$ cat config.mk
export PLATFORM = sky130hd
export DESIGN_NAME = pinmux_top
export DESIGN_NICKNAME = d
export VERILOG_FILES = /design/src/rtl/pmux_pkg.sv /design/src/rtl/pmux_cfg_regs.sv /design/src/rtl/pmux_pad_drive.sv /design/src/rtl/pmux_in_resolve.sv /design/src/rtl/pinmux_top.sv
export SDC_FILE = /design/constraint.sdc
export NUM_CORES = 1
export LEC_CHECK = 0
export ABC_CLOCK_PERIOD_IN_PS = 2060
export BUFFER_PORTS_ARGS = -buffer_cell sky130_fd_sc_hd__buf_2
export CORE_MARGIN = 2
export CORE_UTILIZATION = 53
export CTS_BUF_LIST = sky130_fd_sc_hd__clkbuf_16
export DETAILED_ROUTE_END_ITERATION = 10
export PLACE_DENSITY = 0.79
export SETUP_SLACK_MARGIN = 0.4
export SYNTH_ARGS = -nofsm -noshare
export SYNTH_HDL_FRONTEND = slang
export SYNTH_SLANG_ARGS = --single-unit
$ cat constraint.sdc
create_clock -name clk -period 2.06 [get_ports clk]
set_input_delay 0.206 -clock clk [delete_from_list [all_inputs] [get_ports clk]]
set_output_delay 0.206 -clock clk [all_outputs]
set_load 0.005 [all_outputs]
$ cat src/rtl/pmux_pkg.sv
package pmux_pkg;

    localparam int SRC_SEL_W = 2;
    localparam int CFG_W     = SRC_SEL_W + 2;
    localparam logic [SRC_SEL_W-1:0] SRC_GPIO = '0;

    typedef struct packed {
        logic [SRC_SEL_W-1:0] sel;
        logic                 gpio_oe;
        logic                 gpio_out;
    } pad_cfg_t;

    // Function reached by pad "pad" when its select code is "code" (code > 0)
    function automatic int route_fn(input int pad, input int code, input int nfunc);
        return (pad + code - 1) % nfunc;
    endfunction

endpackage

$ cat src/rtl/pmux_cfg_regs.sv
module pmux_cfg_regs
    import pmux_pkg::*;
#(
    parameter int NUM_PADS = 4,
    parameter int ADDR_W   = 2
) (
    input  logic                         clk,
    input  logic                         rst,
    input  logic                         we,
    input  logic [ADDR_W-1:0]            addr,
    input  pad_cfg_t                     wdata,
    output pad_cfg_t [NUM_PADS-1:0]      cfg
);

    for (genvar p = 0; p < NUM_PADS; p++) begin : g_reg
        always_ff @(posedge clk) begin
            if (rst) begin
                cfg[p] <= '0;
            end else if (we && (addr == ADDR_W'(p))) begin
                cfg[p] <= wdata;
            end
        end
    end

    AST_WR_LANDS: assert property (@(posedge clk) disable iff (rst)
        (we && (int'(addr) < NUM_PADS)) |=> (cfg[$past(addr)] == $past(wdata)));

    AST_BAD_ADDR_IGNORED: assert property (@(posedge clk) disable iff (rst)
        (we && (int'(addr) >= NUM_PADS)) |=> $stable(cfg));

    AST_RESET_GPIO: assert property (@(posedge clk) disable iff (rst)
        $fell(rst) |-> (cfg == '0));

endmodule

$ cat src/rtl/pmux_pad_drive.sv
module pmux_pad_drive
    import pmux_pkg::*;
#(
    parameter int PAD_IDX   = 0,
    parameter int NUM_FUNCS = 4
) (
    input  pad_cfg_t               cfg,
    input  logic [NUM_FUNCS-1:0]   fn_out,
    input  logic [NUM_FUNCS-1:0]   fn_oe,
    output logic                   pad_out,
    output logic                   pad_oe
);

    int fidx;

    always_comb begin
        fidx = route_fn(PAD_IDX, int'(cfg.sel), NUM_FUNCS);
        if (cfg.sel == SRC_GPIO) begin
            pad_out = cfg.gpio_out;
            pad_oe  = cfg.gpio_oe;
        end else begin
            pad_out = fn_out[fidx];
            pad_oe  = fn_oe[fidx];
        end
    end

endmodule

$ cat src/rtl/pmux_in_resolve.sv
module pmux_in_resolve
    import pmux_pkg::*;
#(
    parameter int                   NUM_PADS  = 4,
    parameter int                   NUM_FUNCS = 4,
    parameter logic [NUM_FUNCS-1:0] FN_IDLE   = '0
) (
    input  logic                      clk,
    input  logic                      rst,
    input  pad_cfg_t [NUM_PADS-1:0]   cfg,
    input  logic [NUM_PADS-1:0]       pad_in,
    output logic [NUM_FUNCS-1:0]      fn_in
);

    for (genvar f = 0; f < NUM_FUNCS; f++) begin : g_fn
        logic [NUM_PADS-1:0] claim;
        logic [NUM_PADS-1:0] grant;

        // per-pad comparators: does this pad's select reach function f?
        for (genvar p = 0; p < NUM_PADS; p++) begin : g_cmp
            assign claim[p] = (cfg[p].sel != SRC_GPIO) &&
                              (route_fn(p, int'(cfg[p].sel), NUM_FUNCS) == f);
        end

        // isolate the lowest set claim bit
        assign grant = claim & (~claim + NUM_PADS'(1));

        assign fn_in[f] = (claim == '0) ? FN_IDLE[f] : |(grant & pad_in);

        AST_ONE_WINNER: assert property (@(posedge clk) disable iff (rst)
            $onehot0(grant) && ((claim == '0) == (grant == '0)));

        AST_IDLE_UNCLAIMED: assert property (@(posedge clk) disable iff (rst)
            (claim == '0) |-> (fn_in[f] == FN_IDLE[f]));
    end

endmodule

$ cat src/rtl/pinmux_top.sv
module pinmux_top
    import pmux_pkg::*;
#(
    parameter int                   NUM_PADS  = 4,
    parameter int                   NUM_FUNCS = 4,
    parameter logic [NUM_FUNCS-1:0] FN_IDLE   = '0,
    localparam int                  ADDR_W    = (NUM_PADS > 1) ? $clog2(NUM_PADS) : 1
) (
    input  logic                   clk,
    input  logic                   rst,
    input  logic                   cfg_we,
    input  logic [ADDR_W-1:0]      cfg_addr,
    input  logic [CFG_W-1:0]       cfg_wdata,
    input  logic [NUM_FUNCS-1:0]   fn_out,
    input  logic [NUM_FUNCS-1:0]   fn_oe,
    output logic [NUM_FUNCS-1:0]   fn_in,
    input  logic [NUM_PADS-1:0]    pad_in,
    output logic [NUM_PADS-1:0]    pad_out,
    output logic [NUM_PADS-1:0]    pad_oe
);

    pad_cfg_t [NUM_PADS-1:0] cfg;

    pmux_cfg_regs #(
        .NUM_PADS (NUM_PADS),
        .ADDR_W   (ADDR_W)
    ) u_regs (
        .clk   (clk),
        .rst   (rst),
        .we    (cfg_we),
        .addr  (cfg_addr),
        .wdata (pad_cfg_t'(cfg_wdata)),
        .cfg   (cfg)
    );

    for (genvar p = 0; p < NUM_PADS; p++) begin : g_pad
        pmux_pad_drive #(
            .PAD_IDX   (p),
            .NUM_FUNCS (NUM_FUNCS)
        ) u_drive (
            .cfg     (cfg[p]),
            .fn_out  (fn_out),
            .fn_oe   (fn_oe),
            .pad_out (pad_out[p]),
            .pad_oe  (pad_oe[p])
        );

        AST_FN_OWNS_PAD: assert property (@(posedge clk) disable iff (rst)
            (cfg[p].sel != SRC_GPIO) |->
            ((pad_out[p] == fn_out[route_fn(p, int'(cfg[p].sel), NUM_FUNCS)]) &&
             (pad_oe[p]  == fn_oe[route_fn(p, int'(cfg[p].sel), NUM_FUNCS)])));

        AST_GPIO_OWNS_PAD: assert property (@(posedge clk) disable iff (rst)
            (cfg[p].sel == SRC_GPIO) |->
            ((pad_out[p] == cfg[p].gpio_out) && (pad_oe[p] == cfg[p].gpio_oe)));
    end

    pmux_in_resolve #(
        .NUM_PADS  (NUM_PADS),
        .NUM_FUNCS (NUM_FUNCS),
        .FN_IDLE   (FN_IDLE)
    ) u_resolve (
        .clk    (clk),
        .rst    (rst),
        .cfg    (cfg),
        .pad_in (pad_in),
        .fn_in  (fn_in)
    );

endmodule

==> results_dict.tcl <==
set metrics [dict create \
    ant_nets 0 \
    tritoncts "done" \
    drt_drc_violations_left 0 \
    die_height_um 54.5 \
    vias 1137 \
    grt_antenna_before_repair 0 \
    avgSynthCellArea_um2 10.5 \
    firstDrtPassIters 4 \
    wl_per_cell_um 18.4 \
    worstPathCellList "inv_4, ha_4, mux4_2, mux2_4, buf_6" \
    hold_path_class "input port to flip-flop" \
    finalSetupTns_ps 0 \
    fin_crit_sh_pct 98.4 \
    p_sw_w 0.000218 \
    n_antenna_cell 0 \
    dp.cells 181 \
    p_leak_nw 0.882 \
    p_clk_share_pct 39.0 \
    yosysSeqAreaShare_pct 23.7 \
    largestRegisters "u_regs.cfg x16" \
    drv_cap 0 \
    end_kind "output port" \
    synth_fp_nets 170 \
    busiest_layer "met2" \
    power_w 0.000915 \
    switching_share_pct 23.9 \
    ys_types 24 \
    gp_congestion 0.793 \
    seqCellArea_um2 348 \
    numPortBuffers 32 \
    async_flop_share_pct 0 \
    worstHoldPathCells 3 \
    ys_warn_count 0 \
    finalNonFillerCells 199 \
    slowest_stage "mux4_2" \
    grt_pass1_wl_um 5100 \
    fillers 164 \
    grt_usage_pct 24.9 \
    critPathBufInv 2 \
    grt_overflow_total 0 \
    hold_buffers 0 \
    comb_power_share_pct 25.1 \
    cts.sinks 16 \
    finalSetupViolCount 0 \
    ir_drop_v 0.000620 \
    ios 33 \
    synthFlopType "dfxtp_1" \
    synth-seq-cells 16 \
    clock_path_buffers 2 \
    grt_max_degree 17 \
    crit_type "flip-flop to output port" \
    syn_area_um2 1350 \
    fmax_ghz 0.493 \
    nets 212 \
    worstSetupStartpointType "flip-flop" \
    clock_latency_ps 240 \
    die-area_um2 2970 \
    cts-buffers-inserted 3 \
    regMostFlops "u_regs.cfg" \
    crit_family "multiplexers" \
    root_buffer "clkbuf_16" \
    maxSlewHeadroom_pct 72.7 \
    use_met2_pct 48.2 \
    start_util_pct 55.1 \
    period_minus_slack_ps 2030 \
    post-synth-top-area-fraction_pct 23.7 \
    largest_reg_flops 16 \
    synthCells 129 \
    grtUsageMet1_pct 28.3 \
    h-tree-depth 1 \
    arrival_ps 1820 \
    globalRouteMet3Util_pct 2.19 \
    grt_pass1_vias 1134 \
    worstPathMaxFanout 3 \
    tightest_slew_ps 407 \
    holdPathEnd "u_regs.cfg[11]" \
    rsz0062_at_grt "yes" \
    r2r_slack_ps 1180 \
    synth_area_leaders "dfxtp_1 24%, ha_1 19%, mux2i_1 12%" \
    pwr-share-seq_pct 35.9 \
    yosysTopAreaCell "dfxtp_1" \
    power_density_nw_per_um2 488 \
    rr_worst_depth 4 \
    required_ps 1850 \
    core_um2 2450 \
    reg2reg_to "u_regs.cfg[11]" \
    cpPeakStageDelay_ps 500 \
    drt_iter0_drc 20 \
    status "finished, final reports clean" \
    syn_to_final_growth_pct 38.6 \
    stdcell_area_um2 1870 \
    hpwlAfterDp_um 2510 \
    hold_viol_final 0 \
    synth_edf_count 0 \
    intPower_w 0.000696 \
    slew_violations 0 \
    multiInputGateArea_um2 1050 \
    drive_above_1_share_pct 58.0 \
    dpl_cell_area_um2 1530 \
    worst_hold_slack_ps 260 \
    clk_pin_slew_ps 40 \
    avgViaCountPerCell 5.71 \
    hold_path_startpoint "cfg_wdata[3]" \
    wl_um 3670 \
    reg2reg_from "u_regs.cfg[11]" \
    num_rows 18 \
    skew_ps 0 \
    fp.dieW_um 54.5 \
]
-- Yosys cell counts (2+ instances only) --
cell type / n
ha_1: 20
dfxtp_1: 16
mux2i_1: 16
nor2_1: 16
inv_1: 10
buf_4: 8
mux2_2: 8
a21oi_1: 5
mux4_1: 4
mux4_2: 4
a22o_1: 3
nand3b_1: 3
and3b_1: 2
clkbuf_1: 2
nand2_1: 2
o21ai_0: 2
-- per-layer routing --
| layer | vias up | share of wire [%] |
|---|---|---|
| li1 | 537 | - |
| met1 | 560 | 41 |
| met2 | 36 | 55 |
| met3 | 4 | 3.4 |
| met4 | 0 | 0.85 |
| met5 | - | 0 |
-- per-stage QoR --
stage	setup WS, ps	util (%)
floorplan	320	-
global placement	298	62.3
detailed placement	213	62.3
CTS	64.2	70.7
global route	-7.91	76.4
finish	32.6	76.4
-- cells in the final DEF (no fill, tap or decap), types with 2 or more instances in the layout --
cell type,instances
mux4_2,7
buf_2,28
mux2_2,4
nand2_1,2
inv_2,4
clkbuf_16,3
buf_6,7
ha_2,3
o21ai_1,2
ha_4,8
dfxtp_1,8
inv_4,5
nand3b_1,3
mux2_4,4
a21oi_1,3
ha_1,9
and3b_1,2
mux2i_1,16
a21oi_2,2
nor2_1,16
dfxtp_4,7
buf_4,12
a22o_1,3
-- area by class of cell --
cell class                      instances  area share, %
Timing Repair Buffer                   47           16.5
Clock buffer                            3           4.01
Sequential cell                        16           18.6
Tap cell                               30           2.00
Multi-Input combinational cell         93           56.3
Inverter                               10           2.67
-- repair_timing --
action / in CTS / in global routing
setup buffers: 8 / 7
pin swaps: 3 / 10
setup endpoints to repair: 12 / 12
resized for setup: 27 / 21
-- worst register-to-register path, cell delays in order (launching register included) --
cell     delay, ps
dfxtp_4        350
buf_6          120
buf_6          120
mux2i_1        130
nor2_1          50
-- worst max-delay path by stage --
stage                         from    endpoint  slack, ps  depth (start not counted)
finish              u_regs.cfg[11]  pad_out[2]         30                          5
floorplan           u_regs.cfg[10]   pad_oe[2]        320                          5
CTS                 u_regs.cfg[10]   pad_oe[2]         60                          5
global placement    u_regs.cfg[10]   pad_oe[2]        300                          5
detailed placement   u_regs.cfg[2]  pad_out[0]        210                          5
global route        u_regs.cfg[11]  pad_out[2]         -8                          5
-- power groups by stage --
| stage | sequential, W | combinational [W] | clock, W |
|---|---|---|---|
| final | 0.000329 | 0.000229 | 0.000357 |
| after global placement | 0.000337 | 0.000172 | 0 |
| after global routing | 0.000329 | 0.000247 | 0.000378 |
| after detailed placement | 0.000339 | 0.000180 | 0 |
| after floorplan | 0.000334 | 0.000129 | 0 |
| after CTS | 0.000328 | 0.000203 | 0.000361 |
-- cell families (layout without fill, tap and decap cells) --
logic type,Yosys count,after routing,share of synthesized area [%]
and+or+nand+nor,28,28,10.6
DFF,16,16,23.7
buffers and inverters,20,60,7.77
adders and majority gates,20,20,18.5
muxes,32,32,32.9
AOI/OAI and AO/OA,13,13,6.48
(Power assumes the default switching activity.)
